File: src/rtl/irq_pkg.sv
package irq_pkg;
    localparam int NSRC  = 16;
    localparam int SRC_W = $clog2(NSRC);
    localparam int LVL_W = 3;
    localparam int REG_W = LVL_W + 1;
    localparam int VEC_W = 5;

    localparam logic [VEC_W-1:0] VEC_WDOG  = VEC_W'(NSRC);
    localparam logic [VEC_W-1:0] VEC_DEBUG = VEC_W'(NSRC + 1);
    localparam logic [VEC_W-1:0] VEC_RESET = VEC_W'(NSRC + 2);
    localparam logic [LVL_W-1:0] IPL_RESET = '0;
    localparam logic [LVL_W-1:0] IPL_NMI   = '1;

    // Source index found at each chain position, top of the chain first.
    function automatic int chain_src(input int pos);
        case (pos)
            0: return 0;   1: return 3;   2: return 4;   3: return 1;
            4: return 2;   5: return 12;  6: return 11;  7: return 10;
            8: return 9;   9: return 8;   10: return 7;  11: return 6;
            12: return 5;  13: return 15; 14: return 14; default: return 13;
        endcase
    endfunction
endpackage

File: src/rtl/irq_ctrl_regs.sv
module irq_ctrl_regs
    import irq_pkg::*;
#(
    parameter logic [7:0] BASE = 8'h70
) (
    input  logic                          clk,
    input  logic                          rst_n,
    input  logic                          wr_en,
    input  logic [7:0]                    addr,
    input  logic [REG_W-1:0]              wdata,
    output logic [REG_W-1:0]              rdata,
    input  logic [NSRC-1:0]               hw_set,
    input  logic                          clr_en,
    input  logic [SRC_W-1:0]              clr_idx,
    output logic [NSRC-1:0]               req_o,
    output logic [NSRC-1:0][LVL_W-1:0]    lvl_o
);
    typedef struct packed {
        logic [NSRC-1:0]            req;
        logic [NSRC-1:0][LVL_W-1:0] lvl;
    } regs_t;

    regs_t q, d;

    always_comb begin
        d = q;
        for (int i = 0; i < NSRC; i++) begin
            if (wr_en && addr == 8'(int'(BASE) + i)) begin
                d.lvl[i] = wdata[LVL_W-1:0];
                d.req[i] = wdata[LVL_W];
            end else if (clr_en && clr_idx == SRC_W'(i)) begin
                d.req[i] = 1'b0;
            end
            if (hw_set[i]) d.req[i] = 1'b1;
        end
    end

    always_ff @(posedge clk) begin
        if (!rst_n) q <= '0;
        else        q <= d;
    end

    always_comb begin
        rdata = '0;
        for (int i = 0; i < NSRC; i++)
            if (addr == 8'(int'(BASE) + i)) rdata = {q.req[i], q.lvl[i]};
    end

    assign req_o = q.req;
    assign lvl_o = q.lvl;

    for (genvar g = 0; g < NSRC; g++) begin : g_set_chk

        hw_set_sticks_chk: assert property (@(posedge clk) disable iff (!rst_n)
            hw_set[g] |=> q.req[g]);
    end
endmodule

File: src/rtl/irq_chain_stage.sv
module irq_chain_stage
    import irq_pkg::*;
#(
    parameter int OWN_IDX = 0
) (
    input  logic [LVL_W-1:0] up_lvl,
    input  logic [VEC_W-1:0] up_idx,
    input  logic             own_req,
    input  logic [LVL_W-1:0] own_lvl,
    output logic [LVL_W-1:0] dn_lvl,
    output logic [VEC_W-1:0] dn_idx
);
    logic claim;

    always_comb begin
        claim = own_req && (own_lvl > up_lvl);
        dn_lvl = claim ? own_lvl : up_lvl;
        dn_idx = claim ? VEC_W'(OWN_IDX) : up_idx;
    end
endmodule

File: src/rtl/irq_prio_resolver.sv
module irq_prio_resolver
    import irq_pkg::*;
#(
    parameter int         BLACKOUT = 2,
    parameter logic [7:0] REG_BASE = 8'h70
) (
    input  logic                clk,
    input  logic                rst_n,
    input  logic                reg_wr,
    input  logic [7:0]          reg_addr,
    input  logic [REG_W-1:0]    reg_wdata,
    output logic [REG_W-1:0]    reg_rdata,
    input  logic [NSRC-1:0]     src_req,
    input  logic                nmi_reset,
    input  logic                nmi_debug,
    input  logic                nmi_wdog,
    input  logic [LVL_W-1:0]    cpu_ipl,
    input  logic                cpu_iflag,
    input  logic                opfetch,
    output logic                accept,
    output logic [VEC_W-1:0]    vec_idx,
    output logic [LVL_W-1:0]    new_ipl,
    output logic                set_iflag,
    output logic                save_ps
);
    localparam int CNT_W = $clog2(BLACKOUT + 1);
    localparam logic [CNT_W-1:0] CNT_TOP = CNT_W'(BLACKOUT);

    typedef struct packed {
        logic [NSRC-1:0]            sreq;
        logic [NSRC-1:0][LVL_W-1:0] slvl;
        logic [2:0]                 snmi;
        logic [LVL_W-1:0]           sipl;
        logic                       si;
        logic [CNT_W-1:0]           cnt;
        logic                       acc;
        logic [VEC_W-1:0]           vec;
        logic [LVL_W-1:0]           nipl;
    } st_t;

    st_t q, d;

    logic [NSRC-1:0]            live_req;
    logic [NSRC-1:0][LVL_W-1:0] live_lvl;
    logic                       clr_en;
    logic [SRC_W-1:0]           clr_idx;

    irq_ctrl_regs #(.BASE(REG_BASE)) u_regs (
        .clk     (clk),
        .rst_n   (rst_n),
        .wr_en   (reg_wr),
        .addr    (reg_addr),
        .wdata   (reg_wdata),
        .rdata   (reg_rdata),
        .hw_set  (src_req),
        .clr_en  (clr_en),
        .clr_idx (clr_idx),
        .req_o   (live_req),
        .lvl_o   (live_lvl)
    );

    logic [NSRC:0][LVL_W-1:0] ch_lvl;
    logic [NSRC:0][VEC_W-1:0] ch_idx;

    assign ch_lvl[0] = '0;
    assign ch_idx[0] = '0;

    for (genvar p = 0; p < NSRC; p++) begin : g_chain
        localparam int S = chain_src(p);
        irq_chain_stage #(.OWN_IDX(S)) u_stage (
            .up_lvl  (ch_lvl[p]),
            .up_idx  (ch_idx[p]),
            .own_req (q.sreq[S]),
            .own_lvl (q.slvl[S]),
            .dn_lvl  (ch_lvl[p+1]),
            .dn_idx  (ch_idx[p+1])
        );
    end

    logic [LVL_W-1:0] win_lvl;
    logic [VEC_W-1:0] win_idx;
    assign win_lvl = ch_lvl[NSRC];
    assign win_idx = ch_idx[NSRC];

    always_comb begin
        d       = q;
        d.acc   = 1'b0;
        clr_en  = 1'b0;
        clr_idx = '0;

        if (q.cnt != '0) begin
            d.cnt = q.cnt - 1'b1;
        end else if (opfetch) begin
            d.sreq = live_req;
            d.slvl = live_lvl;
            d.snmi = {nmi_reset, nmi_debug, nmi_wdog};
            d.sipl = cpu_ipl;
            d.si   = cpu_iflag;
            d.cnt  = CNT_TOP;
        end

        if (q.cnt == CNT_TOP) begin
            if (q.snmi[2]) begin
                d.acc = 1'b1; d.vec = VEC_RESET; d.nipl = IPL_RESET;
            end else if (q.snmi[1]) begin
                d.acc = 1'b1; d.vec = VEC_DEBUG; d.nipl = IPL_NMI;
            end else if (q.snmi[0]) begin
                d.acc = 1'b1; d.vec = VEC_WDOG;  d.nipl = IPL_NMI;
            end else if (!q.si && win_lvl > q.sipl) begin
                d.acc   = 1'b1;
                d.vec   = win_idx;
                d.nipl  = win_lvl;
                clr_en  = 1'b1;
                clr_idx = win_idx[SRC_W-1:0];
            end
        end
    end

    always_ff @(posedge clk) begin
        if (!rst_n) q <= '0;
        else        q <= d;
    end

    assign accept    = q.acc;
    assign set_iflag = q.acc;
    assign save_ps   = q.acc;
    assign vec_idx   = q.vec;
    assign new_ipl   = q.nipl;


    accept_one_shot_chk: assert property (@(posedge clk) disable iff (!rst_n)
        q.acc |=> !q.acc);


    masked_gate_chk: assert property (@(posedge clk) disable iff (!rst_n)
        (q.acc && q.vec < VEC_W'(NSRC)) |-> (q.nipl > q.sipl && !q.si));


    accept_after_resolve_chk: assert property (@(posedge clk) disable iff (!rst_n)
        q.acc |-> $past(q.cnt == CNT_TOP));


    blackout_bound_chk: assert property (@(posedge clk) disable iff (!rst_n)
        q.cnt <= CNT_TOP);
endmodule

File: config.mk
export PLATFORM = sky130hd
export DESIGN_NAME = irq_prio_resolver
export DESIGN_NICKNAME = d
export VERILOG_FILES = /design/src/rtl/irq_pkg.sv /design/src/rtl/irq_ctrl_regs.sv /design/src/rtl/irq_chain_stage.sv /design/src/rtl/irq_prio_resolver.sv
export SDC_FILE = /design/constraint.sdc
export NUM_CORES = 1
export LEC_CHECK = 0
export ABC_AREA = 1
export CAP_MARGIN = 25
export CORE_UTILIZATION = 60
export DETAILED_ROUTE_END_ITERATION = 10
export PLACE_DENSITY = 0.81
export SKIP_LAST_GASP = 1
export SLEW_MARGIN = 20
export SYNTH_ARGS = -nofsm -noshare
export SYNTH_HDL_FRONTEND = slang
export SYNTH_SLANG_ARGS = --single-unit
export TNS_END_PERCENT = 100
File: constraint.sdc
create_clock -name clk -period 22.3 [get_ports clk]
set_input_delay 4.46 -clock clk [delete_from_list [all_inputs] [get_ports clk]]
set_output_delay 4.46 -clock clk [all_outputs]
set_load 0.005 [all_outputs]
==> summary.md <==
| Metric | Value |
|---|---|
| Status | `finished, final reports clean` |
| Max Cap Viol | `0` |
| CTS clk-pin slew, worst paths | `0.07 ns` |
| Met2 wire len | `around 9400 um` |
| Cts repair resizes | `0` |
| Final Critical Period | `20.04 ns` |
| Post-Syn Area | `8000 um^2` |
| Power Dens Cells | `around 100 nW/um^2` |
| Via density | `5.75` |
| Final Hold Slack | `approximately 0.47 ns` |
| Detailed Route Iter0 Violations | `865` |
| Tcrit/Tclk final | `between 80 and 90%` |
| Highest routed layer | `met4` |
| Critical Path Sink Type | `register` |
| DRC Markers | `0` |
| Fraction of layout cells with a size suffix above 1 | `around 9.6%` |
| First-pass GRT wire length | `35,200 um` |
| Multi-input gate area | `~4200 um^2` |
| Detailed placement HPWL | `15,400 um` |
| Routed wire per std cell | `15.8 um` |
| Worst-path fanout max | `7` |
| Fmax achieved | `~0.05 GHz` |
| GRT overflow | `0` |
| Fillers | `1,053` |
| TritonCTS Sinks | `approximately 150` |
| Max Root-Sink Buffers | `2` |
| CTS root buffer | `clkbuf_16` |
| Die X | `between 100 and 150 um` |
| Via count | `between 7,000 and 8,000` |
| CTS tree | `built` |
| #FFs+latches synth | `about 150` |
| Leak | `3.91 nW` |
| Setup TNS | `0 ns` |
| Die Area | `13,800 um^2` |
| Vias in the first global route | `7,089` |
| Async SR Flop Fraction | `0%` |
| Mean Syn Cell Area | `6.95 um^2` |
| Max-slew violations | `0` |
| Drt pass-1 iters | `6` |
| WL final | `21,600 um` |
| Placed Cells incl. Taps | `1,332` |
| Initial antenna violation count | `0` |
| Post-synth net total | `1,217` |
| Die H | `117 um` |
| CTS Hold Bufs | `0` |
| CP arrival | `slightly above 20 ns` |
| Syn-to-layout area delta | `14.9%` |
| Cell mode on critical path | `ha_1` |
| Post-synthesis cell type count | `40` |
| Post-CTS setup buffer count | `0` |
| Starting Density | `62.4%` |
| Register area | `2920 um^2` |
| N_diodes | `0` |
| Worst hold-check path type | `register to register` |
| Number of flops mapped to enable cells by yosys | `0` |
| CP peak stage delay | `0.41 ns` |
| Share of Yosys cell area claimed by the top area cell type | `around 37%` |
| Synth Flop Type | `dfxtp_1` |
| Largest cells by area after synthesis | `dfxtp_1 37%, a21oi_1 11%, o21ai_0 8.9%` |
| Core area | `12,800 um^2` |
| Metal3 WL | `~1900 um` |
| Critical setup path kind | `register to register` |
| Pin count of the biggest net entering global routing | `120` |
| Final setup vio count | `0` |
| Worst Setup Start Kind | `register` |
| CP Data Required Time | `22.60 ns` |
| Finished Layout Cells | `~1,400` |
| Post-Synthesis Cells | `roughly 1,200` |
| Relative slew slack | `32.8%` |
| Final hold violations | `0` |
| Total track usage | `between 30% and 40%` |
| Clk_lat worst skew | `about 0.43 ns` |
| Io pins | `54` |
| Placement Rows | `around 40` |
| Commonest cells in the synthesized netlist | `178 x inv_1, 175 x a21oi_1, 163 x nand2_1` |
| Peak supply drop | `85.0 uV` |
| Slew @ Worst Pin | `0.983 ns` |
| Unrepaired setup endpoints after global routing | `false` |
| Port Buf Inserts | `53` |
| H-Tree Depth | `4` |
| Critical Path Slowest Stage Cell | `nor3_1` |
| Register area share after synthesis | `36.5%` |
| Met1 WL | `9740 um` |
| Routability cong. | `around 0.92` |
| Yosys synthesis warning count | `0` |
| Final Skew | `0.00694 ns` |
| ANT nets after route | `0` |
| Most frequent cell after synthesis | `inv_1` |
| Final #Nets | `1,245` |
| Num CTS Buffers | `17` |
| Synth area leader | `dfxtp_1` |
report_power, final:
| part | internal [W] | switching, W |
|---|---|---|
| registers | 0.000292 | 0.0000173 |
| clock network | 0.000189 | 0.000119 |
| logic | 0.000119 | 0.000221 |
stage by stage:
stage / cell area [um^2] / total power (W) / utilization [%] / setup slack [ns]
3_5_place_dp: 8550 / 0.000643 / 66.7 / 2.72
6_report: 9190 / 0.000958 / 71.7 / 2.26
5_1_grt: 9190 / 0.00101 / 71.7 / 0.449
4_1_cts: 9190 / 0.000955 / 71.6 / 2.38
3_3_place_gp: 8550 / 0.000635 / 66.7 / 3.55
2_1_floorplan: 8000 / 0.000566 / - / 4.59
critical path, delay by kind of cell, from the launching register on:
family | cells | cell delay [ns]
compound gates | 29 | 5.49
fa+ha+maj | 16 | 4.54
buf+inv | 13 | 1.10
flops | 1 | 0.33
simple gates | 60 | 8.42
kinds of logic after synthesis:
family	share of synthesized area, %
compound gates	24.1
simple gates	23.9
fa+ha+maj	4.22
flops	36.5
buf+inv	11.2
layout make-up:
cell class | instances | area share (%)
clock buffer | 18 | 4.67
tap | 172 | 2.34
clock inverter | 14 | 2.23
inverter | 182 | 7.43
timing repair buffer | 55 | 5.88
multi-input combinational | 777 | 45.7
sequential | 146 | 31.8
flip-flops by register name, indices dropped and copies added, names as in the netlist:
register / cells
q: 73
vec_idx: 5
new_ipl: 3
u_regs.req_o: 16
u_regs.lvl_o: 48
accept: 1
placed cells by master, fill, tap and decap left out, types with 14 or more instances in the layout:
master and count:
nor2_1 77, o22ai_1 14, o21ai_0 143, ha_1 27, nand2_4 16, a21oi_1 175
clkdlybuf4s50_1 52, inv_1 178, nand3_1 48, dfxtp_1 146, nand2_2 25, nand3_2 17
nand2_1 162, clkbuf_16 17
metal layers:
layer	track usage [%]	vias to the layer above
met2	48.8	326
met3	6.44	44
li1	-	3876
met1	44.8	3594
met5	0	-
met4	11.9	0
path summary, 6_finish.rpt:
check / start / endpoint / slack (ns) / depth (start not counted)
setup / recovery: q[20] / u_regs.req_o[14] / 2.26 / 118
hold / removal: vec_idx[0] / vec_idx[0] / 0.47 / 2
setup reg to reg: q[20] / u_regs.req_o[14] / 2.26 / 118
hold reg to reg: vec_idx[0] / vec_idx[0] / 0.47 / 2
No activity file was read; power rests on OpenSTA's default activity.
